<file path="config.mk">
export PLATFORM = sky130hd
export DESIGN_NAME = wwdt_top
export DESIGN_NICKNAME = d
export VERILOG_FILES = /design/src/rtl/wwdt_pkg.sv /design/src/rtl/wwdt_regs.sv /design/src/rtl/wwdt_counter.sv /design/src/rtl/wwdt_fault.sv /design/src/rtl/wwdt_top.sv
export SDC_FILE = /design/constraint.sdc
export NUM_CORES = 1
export LEC_CHECK = 0
export BUFFER_PORTS_ARGS = -buffer_cell sky130_fd_sc_hd__buf_2
export CORE_ASPECT_RATIO = 1.5
export CORE_MARGIN = 2
export CORE_UTILIZATION = 50
export DETAILED_ROUTE_END_ITERATION = 16
export HOLD_SLACK_MARGIN = 0.1
export PLACE_DENSITY = 0.86
export SETUP_SLACK_MARGIN = 0.1
export SLEW_MARGIN = 10
export SYNTH_ARGS = -nofsm -noshare
export SYNTH_HDL_FRONTEND = slang
export SYNTH_SLANG_ARGS = --single-unit
</file>
<file path="constraint.sdc">
create_clock -name clk -period 3.7 [get_ports clk]
set_input_delay 0.74 -clock clk [delete_from_list [all_inputs] [get_ports clk]]
set_output_delay 0.74 -clock clk [all_outputs]
set_load 0.02 [all_outputs]
</file>
<file path="src/rtl/wwdt_pkg.sv">
package wwdt_pkg;

   localparam int MODE_W   = 30;
   localparam int FIELD_W  = 12;
   localparam int KEY_LSB  = 24;

   typedef enum logic [1:0] {
      A_CTRL = 2'd0,
      A_MODE = 2'd1,
      A_STAT = 2'd2
   } reg_addr_e;

   typedef struct packed {
      logic               idle_en;
      logic               dbg_en;
      logic [FIELD_W-1:0] window;
      logic               dis;
      logic               proc_only;
      logic               rst_en;
      logic               irq_en;
      logic [FIELD_W-1:0] reload;
   } mode_t;

   localparam logic [MODE_W-1:0] MODE_RST = 30'h3FFF_2FFF;

endpackage

</file>
<file path="src/rtl/wwdt_regs.sv">
module wwdt_regs
   import wwdt_pkg::*;
#(
   parameter int         DATA_W = 32,
   parameter logic [7:0] KEY    = 8'hA5
) (
   input  logic              clk,
   input  logic              rst_n,
   input  logic              req_valid,
   input  logic              req_write,
   input  logic [1:0]        req_addr,
   input  logic [DATA_W-1:0] req_wdata,
   input  logic [1:0]        status,
   output mode_t             mode_q,
   output logic              locked,
   output logic              mode_wr,
   output logic              restart,
   output logic              stat_rd,
   output logic [DATA_W-1:0] rdata
);

   localparam int PAD_W = DATA_W - MODE_W;

   logic wr_ctrl;

   assign wr_ctrl = req_valid && req_write && (req_addr == A_CTRL);
   assign restart = wr_ctrl && (req_wdata[KEY_LSB +: 8] == KEY) && req_wdata[0];
   assign mode_wr = req_valid && req_write && (req_addr == A_MODE) && !locked;
   assign stat_rd = req_valid && !req_write && (req_addr == A_STAT);

   always_ff @(posedge clk or negedge rst_n) begin
      if (!rst_n) begin
         mode_q <= mode_t'(MODE_RST);
         locked <= 1'b0;
      end else if (mode_wr) begin
         mode_q <= mode_t'(req_wdata[MODE_W-1:0]);
         locked <= 1'b1;
      end
   end

   always_comb begin
      rdata = '0;
      unique case (req_addr)
         A_MODE:  rdata = {{PAD_W{1'b0}}, mode_q};
         A_STAT:  rdata = {{(DATA_W-2){1'b0}}, status};
         default: rdata = '0;
      endcase
   end

endmodule

</file>
<file path="src/rtl/wwdt_counter.sv">
module wwdt_counter #(
   parameter int CNT_W  = 12,
   parameter int N_HALT = 2
) (
   input  logic              clk,
   input  logic              rst_n,
   input  logic              tick,
   input  logic              run_en,
   input  logic [N_HALT-1:0] halt_req,
   input  logic [N_HALT-1:0] halt_en,
   input  logic [CNT_W-1:0]  reload,
   input  logic [CNT_W-1:0]  window,
   input  logic              load,
   input  logic [CNT_W-1:0]  load_val,
   input  logic              restart,
   output logic [CNT_W-1:0]  cnt_q,
   output logic              uf_evt,
   output logic              err_evt
);

   logic [N_HALT-1:0] held;
   logic              paused;
   logic              step;
   logic              in_window;
   logic              good_rst;

   for (genvar i = 0; i < N_HALT; i++) begin : g_halt
      assign held[i] = halt_req[i] & halt_en[i];
   end

   assign paused    = |held;
   assign in_window = (cnt_q <= window);
   assign good_rst  = run_en && restart && in_window;
   assign step      = run_en && tick && !paused && !load;
   assign uf_evt    = step && !good_rst && (cnt_q == '0);
   assign err_evt   = run_en && restart && !in_window && !load;

   always_ff @(posedge clk or negedge rst_n) begin
      if (!rst_n) begin
         cnt_q <= '1;
      end else if (load) begin
         cnt_q <= load_val;
      end else if (good_rst) begin
         cnt_q <= reload;
      end else if (step) begin
         cnt_q <= (cnt_q == '0) ? reload : cnt_q - 1'b1;
      end
   end

endmodule

</file>
<file path="src/rtl/wwdt_fault.sv">
module wwdt_fault (
   input  logic       clk,
   input  logic       rst_n,
   input  logic       uf_evt,
   input  logic       err_evt,
   input  logic       stat_rd,
   input  logic       irq_en,
   input  logic       rst_en,
   input  logic       proc_only,
   output logic [1:0] status,
   output logic       irq,
   output logic       rst_pulse,
   output logic       rst_proc
);

   logic any_fault;

   assign any_fault = uf_evt | err_evt;

   always_ff @(posedge clk or negedge rst_n) begin
      if (!rst_n) begin
         status    <= 2'b00;
         irq       <= 1'b0;
         rst_pulse <= 1'b0;
         rst_proc  <= 1'b0;
      end else begin
         status    <= (stat_rd ? 2'b00 : status) | {err_evt, uf_evt};
         irq       <= (irq && !stat_rd) || (irq_en && any_fault);
         rst_pulse <= rst_en && any_fault;
         rst_proc  <= rst_en && proc_only && any_fault;
      end
   end

endmodule

</file>
<file path="src/rtl/wwdt_top.sv">
module wwdt_top
   import wwdt_pkg::*;
#(
   parameter int         CNT_W  = 12,
   parameter int         DATA_W = 32,
   parameter logic [7:0] KEY    = 8'hA5
) (
   input  logic              clk,
   input  logic              rst_n,
   input  logic              tick,
   input  logic              idle_halt,
   input  logic              debug_halt,
   input  logic              req_valid,
   input  logic              req_write,
   input  logic [1:0]        req_addr,
   input  logic [DATA_W-1:0] req_wdata,
   output logic [DATA_W-1:0] rsp_rdata,
   output logic              fault_irq,
   output logic              rst_req,
   output logic              rst_proc_only
);

   localparam int N_HALT = 2;

   if (CNT_W < 4 || CNT_W > FIELD_W) begin : g_bad_cnt
      $error("wwdt_top: CNT_W must lie in 4..12");
   end
   if (DATA_W != 32) begin : g_bad_data
      $error("wwdt_top: DATA_W must be 32");
   end

   mode_t            mode_q;
   logic             locked;
   logic             mode_wr;
   logic             restart;
   logic             stat_rd;
   logic [1:0]       status;
   logic [CNT_W-1:0] cnt_q;
   logic             uf_evt;
   logic             err_evt;

   wwdt_regs #(.DATA_W(DATA_W), .KEY(KEY)) u_regs (
      .clk       (clk),
      .rst_n     (rst_n),
      .req_valid (req_valid),
      .req_write (req_write),
      .req_addr  (req_addr),
      .req_wdata (req_wdata),
      .status    (status),
      .mode_q    (mode_q),
      .locked    (locked),
      .mode_wr   (mode_wr),
      .restart   (restart),
      .stat_rd   (stat_rd),
      .rdata     (rsp_rdata)
   );

   wwdt_counter #(.CNT_W(CNT_W), .N_HALT(N_HALT)) u_cnt (
      .clk      (clk),
      .rst_n    (rst_n),
      .tick     (tick),
      .run_en   (!mode_q.dis),
      .halt_req ({debug_halt, idle_halt}),
      .halt_en  ({mode_q.dbg_en, mode_q.idle_en}),
      .reload   (mode_q.reload[CNT_W-1:0]),
      .window   (mode_q.window[CNT_W-1:0]),
      .load     (mode_wr),
      .load_val (req_wdata[CNT_W-1:0]),
      .restart  (restart),
      .cnt_q    (cnt_q),
      .uf_evt   (uf_evt),
      .err_evt  (err_evt)
   );

   wwdt_fault u_fault (
      .clk       (clk),
      .rst_n     (rst_n),
      .uf_evt    (uf_evt),
      .err_evt   (err_evt),
      .stat_rd   (stat_rd),
      .irq_en    (mode_q.irq_en),
      .rst_en    (mode_q.rst_en),
      .proc_only (mode_q.proc_only),
      .status    (status),
      .irq       (fault_irq),
      .rst_pulse (rst_req),
      .rst_proc  (rst_proc_only)
   );

endmodule

</file>
# --- Word-level counts from Yosys, hierarchy flattened ---
# Index checks and enable logic that the tools add are counted.
word_totals:
  regBits: 48
  latchBits: 0
  ramBits: 0
  romBits: 0
  inputBits: 41
  out_inout_bits: 35
  wordCells: 64
  n_memories: 0
classes:
  addsub: 1
  multipliers: 0
  div: 0
  n_lt_le_gt_ge: 1
  n_eq_ne: 3
  shifts: 0
  mux: 6
  n_bitwise: 4
  n_reduce_logical: 35
op_table:
  columns: ["operator", "count"]
  rows:
  - ["30-bit case mux with 2 select lines", 1]
  - ["12-bit two-way mux", 4]
  - ["1-bit logical AND", 22]
  - ["12-bit <= comparator", 1]
  - ["12-bit logical NOT", 1]
  - ["12-bit by 1-bit subtractor with 12-bit output, second input constant", 1]
  - ["8-bit == test, second input constant", 1]
  - ["1-bit logical NOT", 8]
  - ["3-bit nonzero test", 1]
  - ["1-bit AND", 2]
  - ["2-bit by 1-bit == test with 1-bit output, second input constant", 1]
  - ["2-bit == test, second input constant", 1]
  - ["2-bit logical NOT", 1]
  - ["2-bit two-way mux", 1]
  - ["2-bit bitwise OR", 1]
  - ["2-bit OR reduction", 1]
  - ["1-bit logical OR", 1]
  - ["1-bit bitwise OR", 1]

# --- Longest topological paths before layout ---
# Gate-level depths: netlist of run 1.
depth:
  depth_word: 12
  depth_mapped: 10
  mapped_depth_nobuf: 9

# --- Cells and area by module ---
# From an unflattened synthesis of run 1, not the netlist that was laid out.
hier_totals:
  hier_cells: 266
  area_unflattened_um2: 2936.6
modules_own_cells:
  columns: ["mod", "n_inst", "cells_per_inst", "area_each_um2", "seq_area_each_um2"]
  rows:
  - ["wwdt_regs", 1, 116, 1550.2, 809.5]
  - ["wwdt_counter", 1, 136, 1209.9, 315.3]
  - ["wwdt_fault", 1, 13, 172.7, 125.1]
  - ["wwdt_top", 1, 1, 3.8, 0.0]

# --- Worst setup path before layout of run 1 ---
# OpenSTA, ideal clock, no wires.
synth_path:
  path_type: "register to register"
  startpoint: "reg u_regs.mode_q[21] (netlist name)"
  endpoint: "reg u_cnt.cnt_q[7]"
  setup_ps: 83
  arrival_time_ps: 2438
  t_required_ps: 3617
  setup_slack_ps: 1178
  stages_incl_launch_ff: 11
  path_buffers: 1
  synth_period_minus_slack_ps: 2522
  cell_sequence: "dfstp_2 > inv_1 > ha_1 > a21o_1 > nand3_1 > a21oi_1 > o41a_4 > o21a_4 > buf_6 > and3_1 > o32a_1"
synth_via:
  elab_chain_len: 4
  word_cells_on_any_way: 5
  classes_between: "1 x order compare; 2 x mux; 2 x reduce/logical"
synth_rtl:
  columns: ["item", "line_no", "source"]
  rows:
  - ["12-bit <= comparator (*)", "wwdt_counter.sv:32", "assign in_window = (cnt_q <= window);"]
  - ["1-bit logical AND (*)", "wwdt_counter.sv:33", "assign good_rst = run_en && restart && in_window;"]
  - ["12-bit two-way mux", "wwdt_counter.sv:43", "end else if (good_rst) begin"]
  - ["12-bit two-way mux", "wwdt_counter.sv:41", "end else if (load) begin"]
  - ["to (signal assigned)", "wwdt_counter.sv:42", "cnt_q <= load_val;"]
  - ["to (signal assigned)", "wwdt_counter.sv:44", "cnt_q <= reload;"]
  - ["to (signal assigned)", "wwdt_counter.sv:46", "cnt_q <= (cnt_q == '0) ? reload : cnt_q - 1'b1;"]
  - ["to (decl)", "wwdt_counter.sv:16", "output logic [CNT_W-1:0] cnt_q,"]
# Every way passes the cells marked *; elsewhere a longest branch is shown, timed or not.
# A chain may end at the register's enable or synchronous reset.

# --- Worst setup path after layout of run 1 ---
layout_path:
  startpoint: "reg u_regs.mode_q[21] (netlist name)"
  endpoint: "reg u_cnt.cnt_q[2]"
layout_via:
  elab_chain_len: 4
  word_cells_on_any_way: 5
  classes_between: "1 x order compare; 2 x mux; 2 x reduce/logical"
layout_rtl:
  columns: ["item", "line_no"]
  rows:
  - ["12-bit <= comparator (*)", "wwdt_counter.sv:32"]
  - ["1-bit logical AND (*)", "wwdt_counter.sv:33"]
  - ["12-bit two-way mux", "wwdt_counter.sv:43"]
  - ["12-bit two-way mux", "wwdt_counter.sv:41"]
# Marks and branches as above.

==> impl_metrics.tcl, run 1 <==
set metrics [dict create \
    finalCritPeriodShare_pct 80.6 \
    n_fill_cell 487 \
    ir_worst_vdd_mv 0.364 \
    vias 2515 \
    postCtsSetupBuffers 0 \
    rows 33 \
    initial_core_util_pct 52.3 \
    grt_pass1_vias 2635 \
    dieHeight_um 96.8 \
    final_core_util_pct 61.9 \
    cap_violations 0 \
    synth_cells 327 \
    grt_pass1_wl_mm 11.1 \
    rsz0062_at_grt "no" \
    synthArstFlopShare_pct 100 \
    cts.sinks 48 \
    syn_to_final_growth_pct 18.4 \
    hold_buffers 0 \
    timing.rr.start "u_regs.mode_q[21]" \
    nNetsFinal 452 \
    drt-total-wl_mm 6.63 \
    required_ps 3930 \
    cts-resized-gates 0 \
    firstDrtPassIters 4 \
    synth_area_mm2 0.00287 \
    clk_latency_ps 310 \
    hold_class "reg -> reg" \
    drive_above_1_share_pct 33.1 \
    dieArea_mm2 0.00637 \
    synth_ff_type "dfstp_2" \
    seq_area_frac_synth_pct 43.5 \
    remaining_drc_errors 0 \
    fin_crit_ps 2980 \
    diodes 0 \
    critPathArrivalTime_ps 3220 \
    grt_antenna_before_repair 0 \
    core_mm2 0.00549 \
    critPathLaunchType "flip-flop" \
    final_cell_mix "76 x nand2_1, 73 x buf_2, 39 x dfstp_2, 31 x and2_1, 20 x nor2_1" \
    cts-root-buf "clkbuf_8" \
    route.detailed.wl_per_inst_um 14.2 \
    path_class "reg -> reg" \
    slew_viol_final 0 \
    hold_viol_final 0 \
    ys_warn_count 0 \
    p_leak_nw 1.63 \
    outcome "completed" \
    ys_types 47 \
    first_iter_violations 151 \
    grt_usage_pct 21.8 \
    synth_edf_count 0 \
    final_area_mm2 0.00340 \
    gp_congestion 0.929 \
    ys_ff_latch 48 \
    vias_per_cell 5.40 \
    setup_tns_ps 0 \
    cts_buffer_depth 2 \
    dp_hpwl_mm 5.00 \
    hp-start "u_regs.mode_q[29]" \
    overflow 0 \
    fin_skew_ps 9.82 \
    relSlewSlack_pct 34.1 \
    cp_max_fo 22 \
    cts_buffers 5 \
    end_kind "flip-flop" \
    grt_max_degree 47 \
    avgSynthCellArea_um2 8.78 \
    worstMarginPinSlew_ps 988 \
    mostFrequentLayoutCell "nand2_1" \
    die_w_um 65.9 \
    port_buffers 73 \
    h-tree-depth 2 \
    clkTransAtPathRegs_ps 90 \
    powerDensity_mw_per_mm2 605 \
    setup_viol 0 \
    clock.fmax_mhz 335 \
    io_pins 76 \
    crit_start "u_regs.mode_q[21]" \
    placed_area_mm2 0.00328 \
    cts_tree "done" \
    postRouteAntennaNets 0 \
]
-- registers in the layout (all words and copies together), names as in the netlist --
name / flops
u_fault.irq: 1
u_regs.mode_q: 30
u_cnt.cnt_q: 12
u_fault.rst_proc: 1
u_fault.status: 2
u_fault.rst_pulse: 1
u_regs.locked: 1
-- cell type report --
class	count	area, um^2	share of cell area (%)
clock inverter	2	38.8	1.14
clock buffer	6	82.6	2.43
sequential	48	1250	36.8
tap	70	87.6	2.58
multi-input combinational	244	1470	43.4
timing repair buffer	77	395	11.6
inverter	19	71.3	2.10
-- worst max-delay path, stage by stage (launching register included) --
cell and delay (ps):
dfstp_2 540, inv_1 60, ha_1 300, a21o_1 160, nand3_1 90, a21oi_1 80, o41a_4 510, o21ai_2 710
nand2_1 130, o32a_1 320
-- per-layer routing --
layer  routed length [um]  part of all wire, %  vias up  track usage (%)
met1                 2640                   40     1202             24.5
li1                     -                    -     1232                -
met2                 3550                   54       68             39.2
met4                  174                  2.6        0             10.4
met3                  263                  4.0       13             2.56
met5                    0                    0        -                0
-- Yosys cell counts (2+ instances only) --
master    instances  area (um^2)
nand2_1          76          285
dfstp_2          39         1020
and2_1           31          194
nor2_1           21         78.8
inv_1            19         71.3
ha_1             16          200
o21ai_0          16         80.1
clkbuf_1         11         41.3
dfrtp_1           9          225
and3_1            8         50.1
o32a_1            8         80.1
a21oi_1           5         25.0
nand4_1           5         31.3
xor2_1            5         43.8
nand3_1           4         20.0
nor2b_1           4         25.0
xnor2_1           4         35.0
a22oi_1           3         22.5
nand2b_1          3         18.8
nand3b_1          3         22.5
nor3_1            3         15.0
o211ai_1          3         22.5
buf_2             2         10.0
buf_4             2         15.0
nor4_1            2         12.5
o21a_1            2         15.0
o221ai_1          2         17.5
or3_1             2         12.5
-- cell families (layout without fill, tap and decap cells) --
family,after synthesis,count (layout),share of synthesized area (%)
AO/OA/AOI/OAI,49,49,12.6
XOR/XNOR,9,9,2.75
adder cells (fa/ha/maj),16,16,6.97
buffers and inverters,36,104,5.32
flip-flops,48,48,43.5
multiplexers,1,1,0.349
other,1,2,0.131
AND/OR/NAND/NOR,167,167,28.4
-- worst paths after layout --
kind / endpoint / slack, ps / depth (start not counted)
min in group asynchronous: u_regs.mode_q[12] / 600 / 1
worst min register to register: u_regs.mode_q[29] / 470 / 2
worst min-delay path: u_regs.mode_q[29] / 470 / 2
worst max register to register: u_cnt.cnt_q[2] / 720 / 9
worst max-delay path: u_cnt.cnt_q[2] / 720 / 9
max in group asynchronous: u_regs.mode_q[6] / 2370 / 2
-- stage by stage --
step / hold slack [ps] / setup WS, ps / instances / total power, mW
finish: 467 / 717 / 466 / 2.06
global route: 481 / 548 / 466 / 2.20
CTS: 470 / 724 / 466 / 2.06
detailed placement: 455 / 748 / 458 / 1.66
floorplan: 440 / 1180 / 328 / 1.43
global placement: 456 / 899 / 458 / 1.61
-- where the power goes --
| part | leakage [nW] | switching, mW | total, mW | internal (mW) |
|---|---|---|---|---|
| logic | 1.04 | 0.396 | 0.730 | 0.333 |
| registers | 0.524 | 0.141 | 0.925 | 0.784 |
| clock network | 0.0614 | 0.179 | 0.401 | 0.221 |
| total | 1.63 | 0.716 | 2.06 | 1.34 |
Note: power is estimated with default switching activity, not from simulation.
==> run 2: changes to the inputs <==
- CORE_UTILIZATION: 50 -> 48
- PLACE_DENSITY: 0.86 -> 0.87
- clock period: 3.7 -> 2.7 ns (I/O delays scaled with it)
==> run 2 against run 1 <==
Critical path type unchanged. Sequential share of layout area down 2.4 points. Via count up 7.5%. Clock skew down 3.0 ps. Clock-buffer cell count down 1. Largest cell class unchanged. Largest power group is now combinational cells. Die area up 4.0%.
==> impl_metrics.tcl, run 2 (synthesis gave the netlist of run 1 again) <==
set metrics [dict create \
    critPathLaunchType "flip-flop" \
    crit_family "simple AND/OR/NAND/NOR gates" \
    dieHeight_um 98.7 \
    required_ps 2910 \
    initial_core_util_pct 49.6 \
    setup_viol 0 \
    worst_slack_ps 8.74 \
    remaining_drc_errors 0 \
    finalCritPeriodShare_pct 99.7 \
    port_buffers 73 \
    top_regs "u_regs.mode_q (30), u_cnt.cnt_q (12), u_fault.status (2)" \
    critPathArrivalTime_ps 2900 \
    rows 34 \
    h-tree-depth 2 \
    hold_ws_ps 318 \
    first_iter_violations 233 \
    drive_above_1_share_pct 39.1 \
    vias_per_cell 5.56 \
    fin_skew_ps 6.83 \
    clkTransAtPathRegs_ps 90 \
    firstDrtPassIters 4 \
    worstMarginPinSlew_ps 787 \
    crit_path_cell_trace "inv_2, ha_1, buf_4, nand4_1, or3_4, o41a_4, o21ai_4, clkbuf_16, nand3_1, o221ai_1" \
    cts_buffers 5 \
    ir_worst_vdd_mv 0.454 \
    io_pins 76 \
    hold_class "in -> async" \
    relSlewSlack_pct 47.5 \
    path_buf_inv 3 \
    vias 2703 \
    n_fill_cell 510 \
    grt_pass1_wl_mm 11.5 \
    grt_antenna_before_repair 0 \
    core_mm2 0.00579 \
    grt_max_degree 37 \
    largest_reg_flops 30 \
    top_register "u_regs.mode_q" \
    clk_latency_ps 310 \
    r2r_cells 10 \
    cts.sinks 48 \
    cts_tree "done" \
    r2r-end "u_cnt.cnt_q[0]" \
    r2r_slack_ps 9 \
    cap_violations 0 \
    syn_to_final_growth_pct 26.5 \
    final_area_mm2 0.00363 \
    cp_slowest_cell "dfstp_2" \
    final_cells 486 \
    routedLengthMet1_mm 3.14 \
    rsz0062_at_grt "yes" \
    top_layer "met4" \
    final_cell_mix "75 x nand2_1, 73 x buf_2, 39 x dfstp_2, 31 x and2_1, 20 x nor2_1" \
    end_kind "flip-flop" \
    route.met2.wl_mm 4.18 \
    pre_cts_slack_ps 66.9 \
    slew_viol_final 0 \
    overflow 0 \
    dp_hpwl_mm 5.21 \
    placed_area_mm2 0.00335 \
    dp_cells 467 \
    powerDensity_mw_per_mm2 832 \
    critPathMaxStageDelay_ps 540 \
    mostFrequentLayoutCell "nand2_1" \
    diodes 0 \
    grt_pass1_vias 2551 \
    clock.fmax_mhz 372 \
    seq_area_mm2 0.00125 \
    hold_viol_final 0 \
    cts_buffer_depth 2 \
    dieArea_mm2 0.00663 \
    path_class "reg -> reg" \
    final_core_util_pct 62.8 \
    multi_input_area_mm2 0.00158 \
    cts-root-buf "clkbuf_8" \
    drt-total-wl_mm 7.96 \
    nNetsFinal 470 \
    route.detailed.wl_per_inst_um 16.4 \
    die_w_um 67.1 \
    grt_usage_pct 22.2 \
    crit_start "u_regs.mode_q[21]" \
    cp_max_fo 5 \
    p_leak_nw 1.72 \
    fin_crit_ps 2690 \
    postRouteAntennaNets 0 \
    route.met3.wl_um 422 \
    outcome "completed" \
    gp_congestion 0.930 \
    timing.rr.start "u_regs.mode_q[21]" \
]
## run 2: changes by cell type in the layout (fill, tap and decap cells not counted), sizes merged
cell and change:
bufinv -1, clkbuf +1, o21a +2, buf +13, o41a +1, clkinv +2
## run 2: what timing repair did
item,4_1_cts,5_1_grt
endpoints found under the hold margin,0,0
hold buffers,0,0
pin swaps,1,2
gates cloned,1,4
setup buffers,0,6
endpoints found under the setup margin,8,10
resized for setup,0,15
## run 2: power by group
group / switching [mW] / internal, mW
clock network: 0.247 / 0.181
registers: 0.203 / 1.08
logic: 0.682 / 0.632
## run 2: layout make-up
cell class	instances	area share (%)
clock buffers	5	1.89
flip-flops and latches	48	34.4
clock inverters	3	0.517
well taps	72	2.48
inverters	19	1.96
repair buffers	92	15.3
multi-input cells	247	43.4
## run 2: stage by stage
stage | setup TNS [ps] | power, mW
floorplan | 0 | 1.96
global placement | 0 | 2.23
detailed placement | 0 | 2.29
CTS | 0 | 2.73
global route | -235 | 3.21
finish | 0 | 3.02
## run 2: layer usage
metal,vias to the layer above,track usage (%)
li1,1273,-
met1,1303,26.4
met2,104,40.1
met3,23,3.08
met4,0,7.22
met5,-,0
## run 2: worst max-delay path by stage
stage | endpoint | slack (ps) | cells past startpoint
after floorplan | u_cnt.cnt_q[7] | 180 | 10
after global placement | u_cnt.cnt_q[2] | 130 | 9
after detailed placement | u_cnt.cnt_q[2] | 70 | 9
after CTS | u_cnt.cnt_q[6] | 120 | 9
after global routing | u_cnt.cnt_q[0] | -90 | 9
final | u_cnt.cnt_q[0] | 9 | 10
